**config.mk**
```make
export PLATFORM = sky130hd
export DESIGN_NAME = rxq_thresh_fifo
export DESIGN_NICKNAME = d
export VERILOG_FILES = /design/src/rtl/rxq_pkg.sv /design/src/rtl/rxq_holdoff.sv /design/src/rtl/rxq_store.sv /design/src/rtl/rxq_csr.sv /design/src/rtl/rxq_thresh_fifo.sv
export SDC_FILE = /design/constraint.sdc
export NUM_CORES = 2
export LEC_CHECK = 0
export ABC_AREA = 1
export BUFFER_PORTS_ARGS = -buffer_cell sky130_fd_sc_hd__buf_2
export CORE_MARGIN = 2
export CORE_UTILIZATION = 55
export DETAILED_ROUTE_END_ITERATION = 10
export PLACE_DENSITY = 0.75
export SYNTH_ARGS = -nofsm -noshare
export SYNTH_HDL_FRONTEND = slang
export SYNTH_SLANG_ARGS = --single-unit
```
**constraint.sdc**
```tcl
create_clock -name clk -period 5.2 [get_ports clk]
set_clock_uncertainty 0.15 [all_clocks]
set_input_delay 1.04 -clock clk [delete_from_list [all_inputs] [get_ports clk]]
set_output_delay 1.04 -clock clk [all_outputs]
set_load 0.005 [all_outputs]
```
**src/rtl/rxq_pkg.sv**
```systemverilog
package rxq_pkg;
   typedef enum logic [2:0] {
      A_CTRL = 3'd0,
      A_STAT = 3'd1,
      A_THR  = 3'd2,
      A_SIZE = 3'd3,
      A_CNT  = 3'd4,
      A_DATA = 3'd5
   } rxq_addr_e;

   // control bit positions
   localparam int CB_BRST = 0;
   localparam int CB_FRST = 2;
   localparam int CB_EN   = 5;
   // status bit positions
   localparam int SB_NE   = 12;
   localparam int SB_NAE  = 13;
   localparam int SB_NAF  = 14;
   localparam int SB_NF   = 15;
   localparam int SB_UDR  = 22;
   localparam int SB_OVR  = 23;
   // threshold reset level
   localparam logic [15:0] THR_DEFAULT = 16'd32;
endpackage

```
**src/rtl/rxq_holdoff.sv**
```systemverilog
module rxq_holdoff #(
   parameter int HOLD_CYCLES = 1000
) (
   input  logic clk,
   input  logic rst_n,
   input  logic start,
   output logic hold
);
   localparam int HW = $clog2(HOLD_CYCLES + 1);

   logic [HW-1:0] cnt_q;

   always_ff @(posedge clk or negedge rst_n) begin
      if (!rst_n)
         cnt_q <= HW'(HOLD_CYCLES);
      else if (start)
         cnt_q <= HW'(HOLD_CYCLES);
      else if (cnt_q != '0)
         cnt_q <= cnt_q - HW'(1);
   end

   assign hold = (cnt_q != '0);
endmodule

```
**src/rtl/rxq_store.sv**
```systemverilog
module rxq_store #(
   parameter int DATA_W = 32,
   parameter int DEPTH  = 64
) (
   input  logic                         clk,
   input  logic                         rst_n,
   input  logic                         flush,
   input  logic                         push_try,
   input  logic                         pop_try,
   input  logic [DATA_W-1:0]            wdata,
   output logic [DATA_W-1:0]            head,
   output logic [$clog2(DEPTH+1)-1:0]   count,
   output logic                         full,
   output logic                         empty
);
   localparam int  AW   = $clog2(DEPTH);
   localparam int  CW   = $clog2(DEPTH + 1);
   localparam bit  POW2 = ((DEPTH & (DEPTH - 1)) == 0);

   logic [DATA_W-1:0] mem [DEPTH];
   logic [AW-1:0]     wr_ptr, rd_ptr, wr_nxt, rd_nxt;
   logic [CW-1:0]     cnt_q;
   logic              push_ok, pop_ok;

   assign full    = (cnt_q == CW'(DEPTH));
   assign empty   = (cnt_q == '0);
   assign push_ok = push_try && !full;
   assign pop_ok  = pop_try && !empty;

   generate
      if (POW2) begin : g_wrap_natural
         assign wr_nxt = wr_ptr + AW'(1);
         assign rd_nxt = rd_ptr + AW'(1);
      end else begin : g_wrap_compare
         assign wr_nxt = (wr_ptr == AW'(DEPTH - 1)) ? '0 : wr_ptr + AW'(1);
         assign rd_nxt = (rd_ptr == AW'(DEPTH - 1)) ? '0 : rd_ptr + AW'(1);
      end
   endgenerate

   always_ff @(posedge clk) begin
      if (push_ok && !flush)
         mem[wr_ptr] <= wdata;
   end

   always_ff @(posedge clk or negedge rst_n) begin
      if (!rst_n) begin
         wr_ptr <= '0;
         rd_ptr <= '0;
         cnt_q  <= '0;
      end else if (flush) begin
         wr_ptr <= '0;
         rd_ptr <= '0;
         cnt_q  <= '0;
      end else begin
         if (push_ok) wr_ptr <= wr_nxt;
         if (pop_ok)  rd_ptr <= rd_nxt;
         case ({push_ok, pop_ok})
            2'b10:   cnt_q <= cnt_q + CW'(1);
            2'b01:   cnt_q <= cnt_q - CW'(1);
            default: cnt_q <= cnt_q;
         endcase
      end
   end

   assign head  = mem[rd_ptr];
   assign count = cnt_q;
endmodule

```
**src/rtl/rxq_csr.sv**
```systemverilog
module rxq_csr
   import rxq_pkg::*;
(
   input  logic        clk,
   input  logic        rst_n,
   input  logic        wr,
   input  logic [2:0]  addr,
   input  logic [31:0] wdata,
   input  logic        set_ovr,
   input  logic        set_udr,
   output logic        en,
   output logic [15:0] ae_lvl,
   output logic [7:0]  af_lvl,
   output logic        ovr,
   output logic        udr,
   output logic        brst,
   output logic        frst
);
   logic wr_ctrl, wr_stat, wr_thr;
   logic unused_hi;

   assign wr_ctrl   = wr && (addr == A_CTRL);
   assign wr_stat   = wr && (addr == A_STAT);
   assign wr_thr    = wr && (addr == A_THR);
   assign brst      = wr_ctrl && wdata[CB_BRST];
   assign frst      = wr_ctrl && wdata[CB_FRST];
   assign unused_hi = ^wdata[31:24];

   always_ff @(posedge clk or negedge rst_n) begin
      if (!rst_n) begin
         en     <= 1'b0;
         ae_lvl <= THR_DEFAULT;
         af_lvl <= THR_DEFAULT[7:0];
         ovr    <= 1'b0;
         udr    <= 1'b0;
      end else if (brst) begin
         en     <= 1'b0;
         ae_lvl <= THR_DEFAULT;
         af_lvl <= THR_DEFAULT[7:0];
         ovr    <= 1'b0;
         udr    <= 1'b0;
      end else begin
         if (wr_ctrl) en <= wdata[CB_EN];
         if (wr_thr) begin
            ae_lvl <= wdata[15:0];
            af_lvl <= wdata[23:16];
         end
         ovr <= set_ovr || (ovr && !(wr_stat && wdata[SB_OVR]));
         udr <= set_udr || (udr && !(wr_stat && wdata[SB_UDR]));
      end
   end
endmodule

```
**src/rtl/rxq_thresh_fifo.sv**
```systemverilog
module rxq_thresh_fifo
   import rxq_pkg::*;
#(
   parameter int DATA_W      = 32,
   parameter int DEPTH       = 64,
   parameter int HOLD_CYCLES = 1000
) (
   input  logic              clk,
   input  logic              rst_n,
   input  logic              reg_wr,
   input  logic              reg_rd,
   input  logic [2:0]        reg_addr,
   input  logic [31:0]       reg_wdata,
   output logic [31:0]       reg_rdata,
   input  logic              in_valid,
   input  logic [DATA_W-1:0] in_data,
   output logic              dma_req,
   input  logic              dma_ack,
   output logic [DATA_W-1:0] dma_data
);
   localparam int CW = $clog2(DEPTH + 1);

   initial begin
      assert (DATA_W >= 1 && DATA_W <= 32) else $error("DATA_W must be 1..32");
      assert (DEPTH >= 2 && DEPTH < (1 << 20)) else $error("DEPTH out of range");
      assert (HOLD_CYCLES >= 1) else $error("HOLD_CYCLES must be at least 1");
   end

   logic              hold_w, en_w, ovr_w, udr_w, brst_w, frst_w;
   logic              full_w, empty_w, push_try, pop_try, data_rd;
   logic [15:0]       ae_w;
   logic [7:0]        af_w;
   logic [CW-1:0]     count_w;
   logic [DATA_W-1:0] head_w;
   logic [31:0]       stat_w, cnt32, free32;

   rxq_holdoff #(.HOLD_CYCLES(HOLD_CYCLES)) u_hold (
      .clk(clk), .rst_n(rst_n), .start(brst_w), .hold(hold_w)
   );

   assign data_rd  = reg_rd && (reg_addr == A_DATA) && !hold_w;
   assign pop_try  = data_rd || (dma_ack && !hold_w);
   assign push_try = in_valid && en_w && !hold_w;

   rxq_csr u_csr (
      .clk(clk), .rst_n(rst_n), .wr(reg_wr), .addr(reg_addr), .wdata(reg_wdata),
      .set_ovr(push_try && full_w), .set_udr(pop_try && empty_w),
      .en(en_w), .ae_lvl(ae_w), .af_lvl(af_w), .ovr(ovr_w), .udr(udr_w),
      .brst(brst_w), .frst(frst_w)
   );

   rxq_store #(.DATA_W(DATA_W), .DEPTH(DEPTH)) u_store (
      .clk(clk), .rst_n(rst_n), .flush(brst_w || frst_w),
      .push_try(push_try), .pop_try(pop_try), .wdata(in_data),
      .head(head_w), .count(count_w), .full(full_w), .empty(empty_w)
   );

   assign cnt32  = 32'(count_w);
   assign free32 = 32'(DEPTH) - cnt32;

   always_comb begin
      stat_w         = '0;
      stat_w[SB_NE]  = !empty_w;
      stat_w[SB_NAE] = cnt32 > 32'(ae_w);
      stat_w[SB_NAF] = free32 > 32'(af_w);
      stat_w[SB_NF]  = !full_w;
      stat_w[SB_UDR] = udr_w;
      stat_w[SB_OVR] = ovr_w;
   end

   always_comb begin
      case (rxq_addr_e'(reg_addr))
         A_CTRL:  reg_rdata = 32'(en_w) << CB_EN;
         A_STAT:  reg_rdata = stat_w;
         A_THR:   reg_rdata = {8'd0, af_w, ae_w};
         A_SIZE:  reg_rdata = {12'd0, 20'(DEPTH)};
         A_CNT:   reg_rdata = cnt32;
         A_DATA:  reg_rdata = hold_w ? 32'd0 : 32'(head_w);
         default: reg_rdata = 32'd0;
      endcase
   end

   assign dma_req  = !empty_w && !hold_w;
   assign dma_data = head_w;
endmodule

```
==> out/metrics.cfg <==
[outcome]
outcome=complete, no violations

[synthesis]
synth_seq_cells=2104
ys_top_cells_by_count=sky130_fd_sc_hd__edfxtp_1, sky130_fd_sc_hd__nor2_1, sky130_fd_sc_hd__o21ai_0, sky130_fd_sc_hd__nand2_1, sky130_fd_sc_hd__nand3_1
yosysTopAreaCell=sky130_fd_sc_hd__edfxtp_1
synth_sequential_area_ratio=0.7340
async_set_or_reset_flop_fraction_in_the_synthesized_netlist=0.02662
synthDominantCellAreaShare=0.7175
syn_avg_cell_area_um2=12.10
synthesis.nets=7178
ys_dominant_reg_cell=sky130_fd_sc_hd__edfxtp_1
synth.yosys.warnings=0
synth_area_mm2=0.08571
netlist_instances=7082
synthTopCellsByArea=sky130_fd_sc_hd__edfxtp_1, sky130_fd_sc_hd__nor2_1, sky130_fd_sc_hd__o21ai_0, sky130_fd_sc_hd__nand2_1, sky130_fd_sc_hd__o211ai_1
yosys.cell_types.count=42
synth_edf_count=2048
synth_most_common_cell=sky130_fd_sc_hd__edfxtp_1

[place]
placed_area_mm2=0.08960
place.port_buffers=129
preCtsSetupSlack_ns=0.6901
post-dp-hpwl_mm=130.7
number_of_cells_after_detailed_placement=9000
place_congestion=0.8739

[worst_setup_path]
timing.critical_path.to_type=output port
worst_path_cell_with_the_longest_stage_delay=sky130_fd_sc_hd__dfrtp_4
crit_top_cell=sky130_fd_sc_hd__nand2_1
crit_required_ns=4.01
crit_path_max_fanout=62
path_class=reg2out
worstPathCellList=buf_4 -> buf_12 -> buf_12 -> o21ai_0 -> o211ai_1 -> nand3_1 -> nand2_1 -> nand3_1 -> nand2_1 -> nand2_1 -> nand2_1 -> buf_2
crit_path_start_kind=flop
crit_path_max_incr_delay_ns=0.71
worst-endpoint-arrival_ns=3.93

[die]
dieArea_mm2=0.1590
site_rows=144
initial_utilization=0.5551
floorplan.core_area_mm2=0.1544
io_pins=138
die_width_um=398.8
fp.dieH_um=398.8

[finish]
final_standard_cell_count_with_taps_included_and_fillers_excluded=9381
post-route-util=0.6208
area_delta_synth_final_pct=11.84
final_cell_area_mm2=0.09586
layout_net_count=7259
post_route_cells_drive_above_1_share=0.1013

[drt]
drt_first_iter_violations=8708
avgRoutedWirePerCell_um=25.42
drc=0
drt_wl_total_mm=238.5
first_pass_iters=8
via_count=58120
final_antenna_net_count=0
post_drt_via_cell_ratio=6.196

[power]
power.total_mw=37.02
peakVddDrop_mv=0.3544
power_leakage_nw=32.78
power.density_cell_area_mw_per_mm2=386.2

[global_route]
track_usage=0.2974
largest_net_degree_at_the_start_of_global_routing=172
antenna_violations_before_repair=18
grt_pass1_wl_mm=348.1
first_global_vias=54440
grt_overflow_total=0

[timing]
hold_ws_ns=0.2368
setup_repair_after_global_routing_missed_its_margin=no
tns_ns=0
period_share=0.9841
period_minus_slack_ns=5.118
achievable-frequency_ghz=0.1954
timing_hold_violations_final=0
setup-violations-final=0
timing_worst_slew_pin_value_ns=1.258
drv_slew=0
max_slew_margin=0.1612
finalWorstSetupSlack_ns=0.08249

[clock_tree]
ctsHtreeMaxLevel=4
cts-hold-fix-buffers=0
clock-root-buffer=sky130_fd_sc_hd__clkbuf_16
clock-sinks=2104
clockBufferDepth=3
path_clk_slew_ns=0.06
cts_tree=done
numCtsBuffers=199
clock_insertion_delay_worst_skew_ns=0.84

[flow_run]
drv.max_cap_violation_count=0

[hold_path]
hold_class=in2async

final timing paths:
path	from	endpoint	slack (ns)	depth (start not counted)
max	u_store.rd_ptr[0]$_DFFE_PN0P_	reg_rdata[4]	0.08	12
min	rst_n	u_csr.ae_lvl[8]$_DFFE_PN0P_	0.24	2
max reg2reg	u_hold.cnt_q[0]$_DFFE_PN0P_	u_store.mem[41][5]$_DFFE_PP_	0.62	13
min reg2reg	u_hold.cnt_q[8]$_DFFE_PN1P_	u_hold.cnt_q[8]$_DFFE_PN1P_	0.35	2
max in group asynchronous	rst_n	u_store.rd_ptr[2]$_DFFE_PN0P_	4.06	2
min in group clk	reg_wdata[17]	u_csr.af_lvl[1]$_DFFE_PN0P_	0.26	3
where the power goes:
| part | switching [mW] | internal [mW] | total (mW) |
|---|---|---|---|
| Sequential | 0.0921 | 18.7 | 18.8 |
| Clock | 6.23 | 7.61 | 13.8 |
| Combinational | 3.19 | 1.20 | 4.39 |
| Total | 9.51 | 27.5 | 37.0 |
flip-flops by register name, indices dropped and copies added (netlist names), 6 cells and up:
| name | flops |
|---|---|
| u_csr.af_lvl | 8 |
| u_store.mem | 2048 |
| u_store.rd_ptr | 6 |
| u_store.wr_ptr | 6 |
| u_hold.cnt_q | 10 |
| u_store.count | 7 |
| u_csr.ae_lvl | 16 |
cell type report:
type                    instances  area [µm²]
diodes                          5       12.51
clock buffers                 244        5243
clock inverters               126       937.1
fillers                     11190       58550
inverters                     184       723.2
multi-input cells            4349       20410
flip-flops and latches       2104       62930
well taps                    2044        2557
repair buffers                325        3054
layer usage:
layer,GRT usage,up-vias,part of all wire
met3,0.06241,629,0.12
met2,0.4586,3751,0.46
met4,0.1318,10,0.043
met1,0.4114,28350,0.38
li1,-,25390,-
met5,0,-,0.00032
critical path: cells and delay by family, from the launching register on:
family                 cells  cell delay (ns)
AOI/OAI and AO/OA          2             0.41
buffers and inverters      4             0.83
DFF                        1             0.71
and+or+nand+nor            6             1.08
kinds of logic after synthesis:
| kind of cell | count (synthesis) | share of synthesized area |
|---|---|---|
| and+or+nand+nor | 2794 | 0.1304 |
| DFF | 2104 | 0.7340 |
| adders and majority gates | 23 | 0.003358 |
| AOI/OAI and AO/OA | 1516 | 0.09692 |
| buffers and inverters | 629 | 0.03366 |
| xor gates and xnor gates | 16 | 0.001635 |
placed cells by master, fill, tap and decap left out, drive strengths merged, types with 2 or more instances in the layout:
cell type / Yosys / layout
o21a: 2 / 2
nor4: 3 / 3
o21ai: 1057 / 1057
clkbuf: 211 / 244
xor2: 10 / 10
edfxtp: 2048 / 2048
a21oi: 151 / 151
buf: 234 / 325
diode: 0 / 5
nor3: 19 / 19
or2: 46 / 46
clkinv: 4 / 110
ha: 23 / 23
nand3: 364 / 364
inv: 180 / 187
nand4: 10 / 10
dfrtp: 48 / 48
a31oi: 2 / 2
dfstp: 8 / 8
xnor2: 6 / 6
clkinvlp: 0 / 4
nor2: 1623 / 1623
o211ai: 257 / 257
o21bai: 2 / 2
o22ai: 40 / 40
a22oi: 3 / 3
nand2: 728 / 728
bufinv: 0 / 9
repair_timing:
item,4_1_cts,5_1_grt
gates resized for setup,0,5
setup buffers,1,5
gates cloned,0,0
setup endpoints to repair,1,20
(Power assumes the default switching activity.)
